## src/rtl/devwin_pkg.sv

```systemverilog
package devwin_pkg;
    typedef enum logic [1:0] {
        ST_IDLE     = 2'd0,
        ST_RUN      = 2'd1,
        ST_RUN_PEND = 2'd2
    } win_state_e;
endpackage

```

## src/rtl/devwin_decode.sv

```systemverilog
module devwin_decode #(
    parameter int NDEV  = 16,
    parameter int IDX_W = $clog2(NDEV)
) (
    input  logic             active,
    input  logic [IDX_W-1:0] lo_idx,
    input  logic [IDX_W-1:0] hi_idx,
    output logic [NDEV-1:0]  en
);
    // One range comparator per device position
    for (genvar g = 0; g < NDEV; g++) begin : g_pos
        localparam logic [IDX_W-1:0] POS = IDX_W'(g);
        assign en[g] = active && (lo_idx <= POS) && (POS <= hi_idx);
    end
endmodule

```

## src/rtl/devwin_router.sv

```systemverilog
module devwin_router #(
    parameter int NDEV  = 16,
    parameter int IDX_W = $clog2(NDEV)
) (
    input  logic [NDEV-1:0]  win_en,
    input  logic [IDX_W-1:0] final_idx,
    input  logic [NDEV-1:0]  last_row,
    output logic [NDEV-1:0]  chain_pls,
    output logic             wrap_hit
);
    logic [NDEV-1:0] hit_vec;

    assign chain_pls[0] = 1'b0;

    // Handoff from device g-1 to device g when g-1 is in window and not final
    for (genvar g = 1; g < NDEV; g++) begin : g_chain
        localparam logic [IDX_W-1:0] PREV = IDX_W'(g - 1);
        assign chain_pls[g] = last_row[g-1] && win_en[g-1] && (final_idx != PREV);
    end

    // Final device of the window signals the wrap
    for (genvar g = 0; g < NDEV; g++) begin : g_wrap
        localparam logic [IDX_W-1:0] POS = IDX_W'(g);
        assign hit_vec[g] = last_row[g] && win_en[g] && (final_idx == POS);
    end

    assign wrap_hit = |hit_vec;
endmodule

```

## src/rtl/devwin_fsm.sv

```systemverilog
module devwin_fsm
    import devwin_pkg::*;
#(
    parameter int NDEV  = 16,
    parameter int IDX_W = $clog2(NDEV)
) (
    input  logic             clk,
    input  logic             rst_n,
    input  logic             load,
    input  logic [IDX_W-1:0] ld_first,
    input  logic [IDX_W-1:0] ld_final,
    input  logic             wrap_hit,
    input  logic [NDEV-1:0]  chain_pls,
    output win_state_e       state,
    output logic             act_valid,
    output logic [IDX_W-1:0] act_first,
    output logic [IDX_W-1:0] act_final,
    output logic [NDEV-1:0]  start_pls,
    output logic             cfg_err
);
    win_state_e       state_q, state_d;
    logic [IDX_W-1:0] act_f_q, act_f_d, act_l_q, act_l_d;
    logic [IDX_W-1:0] pnd_f_q, pnd_f_d, pnd_l_q, pnd_l_d;
    logic [NDEV-1:0]  start_q, start_d;
    logic             err_q, err_d;
    logic             load_ok, load_bad;

    function automatic logic [NDEV-1:0] sel1(input logic [IDX_W-1:0] k);
        logic [NDEV-1:0] v;
        v    = '0;
        v[k] = 1'b1;
        return v;
    endfunction

    assign load_ok  = load && (ld_first <= ld_final);
    assign load_bad = load && (ld_first > ld_final);

    // State register
    always_ff @(posedge clk) begin
        if (!rst_n) begin
            state_q <= ST_IDLE;
            act_f_q <= '0;
            act_l_q <= '0;
            pnd_f_q <= '0;
            pnd_l_q <= '0;
            start_q <= '0;
            err_q   <= 1'b0;
        end else begin
            state_q <= state_d;
            act_f_q <= act_f_d;
            act_l_q <= act_l_d;
            pnd_f_q <= pnd_f_d;
            pnd_l_q <= pnd_l_d;
            start_q <= start_d;
            err_q   <= err_d;
        end
    end

    // Next state and next outputs
    always_comb begin
        state_d = state_q;
        act_f_d = act_f_q;
        act_l_d = act_l_q;
        pnd_f_d = pnd_f_q;
        pnd_l_d = pnd_l_q;
        start_d = chain_pls;
        unique case (state_q)
            ST_IDLE: begin
                start_d = '0;
                if (load_ok) begin
                    state_d = ST_RUN;
                    act_f_d = ld_first;
                    act_l_d = ld_final;
                    start_d = sel1(ld_first);
                end
            end
            ST_RUN: begin
                if (wrap_hit) begin
                    start_d = start_d | sel1(act_f_q);
                end
                if (load_ok) begin
                    state_d = ST_RUN_PEND;
                    pnd_f_d = ld_first;
                    pnd_l_d = ld_final;
                end
            end
            ST_RUN_PEND: begin
                if (wrap_hit) begin
                    act_f_d = pnd_f_q;
                    act_l_d = pnd_l_q;
                    start_d = start_d | sel1(pnd_f_q);
                    state_d = ST_RUN;
                end
                if (load_ok) begin
                    state_d = ST_RUN_PEND;
                    pnd_f_d = ld_first;
                    pnd_l_d = ld_final;
                end
            end
            default: begin
                state_d = ST_IDLE;
                start_d = '0;
            end
        endcase
        if (load_ok) begin
            err_d = 1'b0;
        end else if (load_bad) begin
            err_d = 1'b1;
        end else begin
            err_d = err_q;
        end
    end

    assign state     = state_q;
    assign act_valid = (state_q != ST_IDLE);
    assign act_first = act_f_q;
    assign act_final = act_l_q;
    assign start_pls = start_q;
    assign cfg_err   = err_q;

    // a kick from idle yields a running state with one start pulse
    a_r3_idle_kick: assert property (@(posedge clk) disable iff (!rst_n)
        (state_q == ST_IDLE && load_ok) |=> (state_q == ST_RUN && $onehot(start_q)));

    // a refused load raises the error flag
    a_r7_refuse_flags: assert property (@(posedge clk) disable iff (!rst_n)
        load_bad |=> err_q);

    // the active window never moves except at a wrap
    a_r8_window_held: assert property (@(posedge clk) disable iff (!rst_n)
        (state_q != ST_IDLE && !wrap_hit) |=> ($stable(act_f_q) && $stable(act_l_q)));
endmodule

```

## src/rtl/devwin_ctrl.sv

```systemverilog
module devwin_ctrl
    import devwin_pkg::*;
#(
    parameter int NDEV  = 16,
    parameter int IDX_W = $clog2(NDEV)
) (
    input  logic             clk,
    input  logic             rst_n,
    input  logic             load,
    input  logic [IDX_W-1:0] load_first,
    input  logic [IDX_W-1:0] load_final,
    input  logic [NDEV-1:0]  last_row,
    output logic [NDEV-1:0]  dev_start,
    output logic [NDEV-1:0]  dev_en,
    output logic             cfg_err
);
    win_state_e       state;
    logic             act_valid;
    logic [IDX_W-1:0] act_first, act_final;
    logic [NDEV-1:0]  chain_pls;
    logic             wrap_hit;

    devwin_decode #(.NDEV(NDEV), .IDX_W(IDX_W)) u_decode (
        .active (act_valid),
        .lo_idx (act_first),
        .hi_idx (act_final),
        .en     (dev_en)
    );

    devwin_router #(.NDEV(NDEV), .IDX_W(IDX_W)) u_router (
        .win_en    (dev_en),
        .final_idx (act_final),
        .last_row  (last_row),
        .chain_pls (chain_pls),
        .wrap_hit  (wrap_hit)
    );

    devwin_fsm #(.NDEV(NDEV), .IDX_W(IDX_W)) u_fsm (
        .clk       (clk),
        .rst_n     (rst_n),
        .load      (load),
        .ld_first  (load_first),
        .ld_final  (load_final),
        .wrap_hit  (wrap_hit),
        .chain_pls (chain_pls),
        .state     (state),
        .act_valid (act_valid),
        .act_first (act_first),
        .act_final (act_final),
        .start_pls (dev_start),
        .cfg_err   (cfg_err)
    );

    // start pulses only reach enabled devices
    a_r6_start_inside: assert property (@(posedge clk) disable iff (!rst_n)
        ((dev_start & ~dev_en) == '0));

    // no window, no enables
    a_r2_idle_dark: assert property (@(posedge clk) disable iff (!rst_n)
        (state == ST_IDLE) |-> (dev_en == '0));

    // a wrap always restarts some device
    a_r5_wrap_restarts: assert property (@(posedge clk) disable iff (!rst_n)
        wrap_hit |=> (dev_start != '0));

    // one in-window flag produces at most one start pulse
    a_r4_single_pulse: assert property (@(posedge clk) disable iff (!rst_n)
        $onehot0(last_row & dev_en) |=> $onehot0(dev_start));
endmodule

```

## config.mk

```make
export PLATFORM = sky130hd
export DESIGN_NAME = devwin_ctrl
export DESIGN_NICKNAME = d
export VERILOG_FILES = /design/src/rtl/devwin_pkg.sv /design/src/rtl/devwin_decode.sv /design/src/rtl/devwin_router.sv /design/src/rtl/devwin_fsm.sv /design/src/rtl/devwin_ctrl.sv
export SDC_FILE = /design/constraint.sdc
export NUM_CORES = 1
export LEC_CHECK = 0
export BUFFER_PORTS_ARGS = -buffer_cell sky130_fd_sc_hd__buf_2
export CAP_MARGIN = 15
export CORE_ASPECT_RATIO = 2
export CORE_MARGIN = 4
export CORE_UTILIZATION = 30
export DETAILED_ROUTE_END_ITERATION = 7
export PLACE_DENSITY = 0.51
export SLEW_MARGIN = 20
export SYNTH_ARGS = -nofsm -noshare
export SYNTH_HDL_FRONTEND = slang
export SYNTH_HIERARCHICAL = 1
export SYNTH_SLANG_ARGS = --single-unit
```

## constraint.sdc

```tcl
create_clock -name clk -period 3.25 [get_ports clk]
set_clock_uncertainty 0.15 [all_clocks]
set_input_delay 0.4875 -clock clk [delete_from_list [all_inputs] [get_ports clk]]
set_output_delay 0.4875 -clock clk [all_outputs]
set_load 0.1 [all_outputs]
```

==> run summary, run 1 <==
Crit-path max FO -> 5
Critical path startpoint category -> flop
Post-detail-place hpwl -> 7.704 mm
Initial Utilization -> 31.05%
Leak -> 0.001842 µW
Fmax achieved -> 0.2907 GHz
Worst-Margin Slew -> 0.8086 ns
Root buf cell -> clkbuf_16
Die X -> 75.13 µm
Antenna-violating nets left -> 0
Vias in the first global route -> 2941
Max-cap violations -> 0
Die area -> 0.01069 mm²
Tcrit/Tclk final -> 105.8%
CORE AREA -> 0.008708 mm²
TritonRoute pass-1 iters -> 5
HP Start -> load
Setup ws final -> -0.1899 ns
Top cells by area, synth -> dfxtp_1, a21o_1, mux2i_1
Dpl ws -> -0.2106 ns
Synth Area per Inst -> 8.071 µm²
RR Startpoint -> u_fsm/state[0]$_SDFFE_PN0P_
Vias per cell -> 5.610
Worst Hold End -> u_fsm/cfg_err$_SDFFE_PP0P_
Port bufs -> 59
Failing checks -> negative setup slack
FF-to-FF path depth -> 14
Clock tree buffer depth -> 2
First-pass GRT wire length -> 14.92 mm
Cell Chain, Critical Path -> inv_2 > ha_4 > inv_4 > or3b_4 > a211oi_4 > nand2_1 > mux4_2 > or3_1 > nand4_1 > buf_4 > nor3b_4 > a31o_2 > a22oi_2 > o22ai_2
Worst-Skew Late Latency -> 0.28 ns
Reg2Reg Capture Point -> u_fsm/start_pls[6]$_SDFF_PN0_
Final setup viols -> 26
Pwr Total -> 3218 µW
Distinct cells, synth -> 57
Residual DRC -> 0
FILL cells -> 869
Critical Path RT -> 3.29 ns
Synth top area share -> 25.91%
Synth-to-layout area growth -> 42.62%
RSZ-0062 raised after global routing -> yes
Synthesized cell area -> 0.002704 mm²
Total gr overflow -> 0
Slowest cell delay on critical path -> 0.48 ns
Clock period minus worst slack -> 3.440 ns
Site Rows -> 48
Initial antenna violation count -> 0
Via count -> 3007
Endpoints failing hold -> 0
Largest area contributor in the netlist -> dfxtp_1
Largest net degree at the start of global routing -> 22
Async SR Flop Fraction -> 0%
H-tree depth -> 2
Hold buffers post-CTS -> 0
GRT Util Overall -> 18.37%
DRT Wirelength -> 9.747 mm
Worst path arrival time -> 3.48 ns
Post-Syn Nets -> 370
Worst Hold Depth -> 3
Total I/O pin count -> 60
Post-synth EDFFs -> 0
Peak VDD IR -> 0.4622 mV
Clk sink count -> 35
Clock transition at path regs -> 0.06 ns
Layout Cells excl Fill -> 536
CP Class -> flop to flop
CP max stage cell -> mux4_2
Post-synth top cells -> nand2_1, dfxtp_1, a21o_1
1st-iter DRT viols -> 119
TritonCTS Buffers -> 5
Placer Congestion -> 0.8993
Post-Syn Instances -> 335
Synthesis Warnings -> 6
Die height -> 142.3 µm
PD cells -> 834.4 mW/mm²
Max Slew Vio Count -> 0
Slew headroom -> 45.93%
WL/cell -> 18.18 µm
Placed cell count -> 510
Register bit total from synthesis -> 35
Inserted Diodes -> 0
CP Capture Type -> flop
Nets -> 470
Cell with the most instances after synthesis -> nand2_1
CTS tree -> yes
Register area share after synthesis -> 25.91%
Status -> finished, violations left
Ys flop type -> dfxtp_1
R2r setup slk -> -0.19 ns
HP Class -> input port to flop
Share of layout cells above drive strength 1 -> 44.27%
## flip-flops by register name, summed over array words and instances, names as in the netlist
signal and count:
u_fsm/act_final 4, u_fsm/cfg_err 1, u_fsm/act_first 4, u_fsm/pnd_l_q 4
u_fsm/state 2, u_fsm/pnd_f_q 4, u_fsm/start_pls 16
## routing by layer
layer	wire, µm	global-route usage [%]	part of all wire [%]	vias up
met2	5298	34.45	54	100
met5	0	0	0	-
met1	3550	18.75	36	1413
met4	485	10.41	5.0	0
li1	-	-	-	1466
met3	413	1.697	4.2	28
## layout make-up
type                            instances  area (µm²)  area share (%)
Timing Repair Buffer                  116       737.0           19.11
Multi-Input combinational cell        266        2073           53.76
Clock buffer                            6       138.9           3.602
Tap cell                              100       125.1           3.245
Inverter                               11       43.79           1.136
Sequential cell                        35       703.2           18.23
Clock inverter                          2       35.03          0.9085
## cells in the final DEF (no fill, tap or decap), types with 7 or more instances in the layout
cell type	n
buf_4	55
dfxtp_1	33
a21oi_1	16
a21o_1	24
a31oi_1	7
ha_1	7
a311oi_1	8
inv_1	7
a31o_2	8
nand3_1	8
o22ai_1	17
a22oi_1	11
nor2b_1	10
buf_2	58
mux2i_1	17
a21oi_2	7
nand2_1	36
nor2_1	12
## where the power goes
| part | switching [µW] | total (µW) | internal (µW) |
|---|---|---|---|
| clock network | 177 | 558 | 381 |
| logic | 1310 | 2080 | 770 |
| registers | 72.3 | 577 | 504 |
## what timing repair did
item                                    in CTS  in global routing
gates resized for setup                     20                 14
endpoints found under the setup margin      25                 26
buffers inserted                            12                  5
pin swaps                                    9                  8
gates cloned                                 1                  0
## metrics by stage
step,hold slack (ns),TNS (ns),cell area (µm²),utilization [%]
after floorplan,0.2877,-21.08,2851,-
after global placement,0.2953,-1.208,3422,39.30
after detailed placement,0.3106,-2.450,3422,39.30
after CTS,0.3052,-0.8619,3766,43.25
after global routing,0.3328,-6.886,3856,44.28
final,0.3101,-2.575,3856,44.28
## critical path: cells and delay by family (launching register included)
family          cells  cell delay [ns]
fa+ha+maj           1             0.16
compound gates      4             0.63
simple gates        5             1.33
buf+inv             3             0.27
flops               1             0.33
mux                 1             0.48
## logic make-up (layout without fill, tap and decap cells)
group	after synthesis	after routing	share of synthesized area (%)
compound gates	127	127	34.24
simple gates	112	112	22.31
buf+inv	34	135	6.571
other cells	1	1	0.1387
fa+ha+maj	8	8	3.702
flops	35	35	25.91
mux	18	18	7.126
## worst max path at each step
stage                     cells past startpoint                         from                               to
after floorplan                              15  u_fsm/state[0]$_SDFFE_PN0P_  u_fsm/act_final[3]$_SDFFE_PN0P_
after global placement                       13  u_fsm/state[0]$_SDFFE_PN0P_    u_fsm/start_pls[6]$_SDFF_PN0_
after detailed placement                     14  u_fsm/state[0]$_SDFFE_PN0P_  u_fsm/act_final[2]$_SDFFE_PN0P_
after CTS                                    14  u_fsm/state[0]$_SDFFE_PN0P_  u_fsm/act_final[0]$_SDFFE_PN0P_
after global routing                         14  u_fsm/state[1]$_SDFFE_PN0P_   u_fsm/start_pls[15]$_SDFF_PN0_
final                                        14  u_fsm/state[0]$_SDFFE_PN0P_    u_fsm/start_pls[6]$_SDFF_PN0_
(Power assumes the default switching activity.)
==> run 2: changes to the inputs <==
--- a/config.mk
+++ b/config.mk
@@ -11,7 +11,7 @@
 export CORE_MARGIN = 4
 export CORE_UTILIZATION = 30
 export DETAILED_ROUTE_END_ITERATION = 7
-export PLACE_DENSITY = 0.51
+export PLACE_DENSITY = 0.49
 export SLEW_MARGIN = 20
 export SYNTH_ARGS = -nofsm -noshare
 export SYNTH_HDL_FRONTEND = slang
==> constraint.sdc (replaced) <==
create_clock -name clk -period 4.2 [get_ports clk]
set_clock_uncertainty 0.15 [all_clocks]
set_input_delay 0.63 -clock clk [delete_from_list [all_inputs] [get_ports clk]]
set_output_delay 0.63 -clock clk [all_outputs]
set_load 0.1 [all_outputs]
==> run summary, run 2 (synthesis gave the netlist of run 1 again) <==
Critical path startpoint category -> flop
Residual DRC -> 0
CP delay by family, top -> simple AND/OR/NAND/NOR gates
Multi-input logic area -> 0.001942 mm²
GRT Util Overall -> 17.89%
Critical Path Start -> u_fsm/state[0]$_SDFFE_PN0P_
Final setup viols -> 0
Most frequent cells in the layout -> buf_2, nand2_1, dfxtp_1
Root buf cell -> clkbuf_16
Crit path depth -> 13
WL/cell -> 19.06 µm
Final instance area -> 0.003351 mm²
Die height -> 142.3 µm
PD cells -> 638.8 mW/mm²
Via count -> 2803
Hold buffers post-CTS -> 0
Clock transition at path regs -> 0.06 ns
Die X -> 75.13 µm
FILL cells -> 920
Post-CTS setup buffer count -> 0
Area after DPL -> 0.003177 mm²
WP buf/inv -> 2
Critical Path RT -> 4.25 ns
RR Startpoint -> u_fsm/state[0]$_SDFFE_PN0P_
Site Rows -> 48
Endpoints failing hold -> 0
Cts repair resizes -> 0
Slowest cell delay on critical path -> 0.52 ns
TritonRoute pass-1 iters -> 6
CTS tree -> yes
Leak -> 0.001566 µW
H-tree depth -> 2
Slew headroom -> 55.06%
Die area -> 0.01069 mm²
Post-detail-place hpwl -> 7.404 mm
CORE AREA -> 0.008708 mm²
Inserted Diodes -> 0
Worst-Margin Slew -> 0.6741 ns
Worst path arrival time -> 3.85 ns
1st-iter DRT viols -> 172
Total gr overflow -> 0
Share of layout cells above drive strength 1 -> 30.67%
Initial antenna violation count -> 0
Peak VDD IR -> 0.3190 mV
Max Slew Vio Count -> 0
Combinational group share of total power -> 57.4%
Largest register FFs -> 16
Vias per cell -> 5.744
Synth-to-layout area growth -> 23.92%
Most common cell after layout, fill and taps aside -> buf_2
TritonCTS Buffers -> 5
Total I/O pin count -> 60
Reg2Reg Capture Point -> u_fsm/start_pls[3]$_SDFF_PN0_
Nets -> 422
Cell Chain, Critical Path -> inv_2 > ha_4 > inv_4 > or3b_4 > a211oi_4 > nand2_1 > mux4_2 > or3_1 > nand4_1 > nor3b_1 > a31o_2 > a22oi_1 > o22ai_1
Clock period minus worst slack -> 3.802 ns
Fmax achieved -> 0.2630 GHz
Cell Int Power -> 1038 µW
Final core occ -> 38.48%
Seq pwr share -> 22.2%
Port bufs -> 59
Worst-Skew Late Latency -> 0.28 ns
Clock Power Share -> 20.4%
Psw -> 1102 µW
CP Class -> flop to flop
Sw Ratio -> 51.50%
RSZ-0062 raised after global routing -> no
Antenna-violating nets left -> 0
Hold slack -> 0.3117 ns
CP Capture Type -> flop
Placer Congestion -> 0.9265
Seq. cell area -> 703.2 µm²
HP Class -> flop to flop
Largest net degree at the start of global routing -> 22
FF-to-FF path depth -> 13
R2r setup slk -> 0.40 ns
Max-cap violations -> 0
Status -> finished, final reports clean
Vias in the first global route -> 2808
Initial Utilization -> 31.05%
Crit-path max FO -> 9
DRT Wirelength -> 9.299 mm
Clk sink count -> 35
Setup crit end -> u_fsm/start_pls[3]$_SDFF_PN0_
CP max stage cell -> nor3b_1
Tcrit/Tclk final -> 90.52%
Pwr Total -> 2141 µW
First-pass GRT wire length -> 14.57 mm
Clock tree buffer depth -> 2
==> run 2: changes by cell type in the layout (fill, tap and decap cells not counted), sizes merged <==
| cell | before | now |
|---|---|---|
| buf | 116 | 68 |
==> run 2: per-stage QoR <==
stage                     setup TNS (ns)  setup slack (ns)  std cells
after floorplan                  -0.3326           -0.1302        335
after detailed placement               0            0.4567        480
after global placement                 0            0.4885        480
final                                  0            0.3983        488
after global routing                   0            0.1807        488
after CTS                              0            0.4300        488
==> run 2: power groups by stage <==
stage	combinational (µW)	clock (µW)	sequential [µW]
floorplan	943	0	535
global placement	1220	0	482
detailed placement	1220	0	484
CTS	1230	447	477
global route	1320	460	486
finish	1230	436	476
==> run 2: final cells by class <==
cell class	count	share of cell area (%)
sequential	35	20.99
clock inverter	2	1.046
inverter	11	1.307
timing repair buffer	68	10.83
tap	100	3.734
clock buffer	6	4.145
multi-input combinational	266	57.95
==> run 2: per-layer routing <==
| metal | vias up | routed length [µm] | GRT usage [%] |
|---|---|---|---|
| li1 | 1369 | - | - |
| met5 | - | 0 | 0 |
| met2 | 106 | 4964 | 32.75 |
| met1 | 1300 | 3446 | 18.81 |
| met3 | 28 | 465 | 2.263 |
| met4 | 0 | 423 | 9.770 |
==> run 2: tightest hold or removal path: cells and delay by family, from the launching register on <==
family	cells	cell delay, ns
flip-flops	1	0.31
multiplexers	1	0.06
AND/OR/NAND/NOR	1	0.05
==> run 2: how the worst min path moves through the flow <==
stage	startpoint	endpoint	slack, ns	depth (start not counted)
floorplan	u_fsm/pnd_l_q[0]$_SDFFE_PN0P_	u_fsm/pnd_l_q[0]$_SDFFE_PN0P_	0.29	2
global placement	u_fsm/pnd_l_q[1]$_SDFFE_PN0P_	u_fsm/pnd_l_q[1]$_SDFFE_PN0P_	0.29	2
detailed placement	u_fsm/pnd_l_q[2]$_SDFFE_PN0P_	u_fsm/pnd_l_q[2]$_SDFFE_PN0P_	0.31	2
CTS	u_fsm/pnd_l_q[2]$_SDFFE_PN0P_	u_fsm/pnd_l_q[2]$_SDFFE_PN0P_	0.31	2
global route	u_fsm/pnd_l_q[3]$_SDFFE_PN0P_	u_fsm/pnd_l_q[3]$_SDFFE_PN0P_	0.35	2
finish	u_fsm/pnd_l_q[2]$_SDFFE_PN0P_	u_fsm/pnd_l_q[2]$_SDFFE_PN0P_	0.31	2
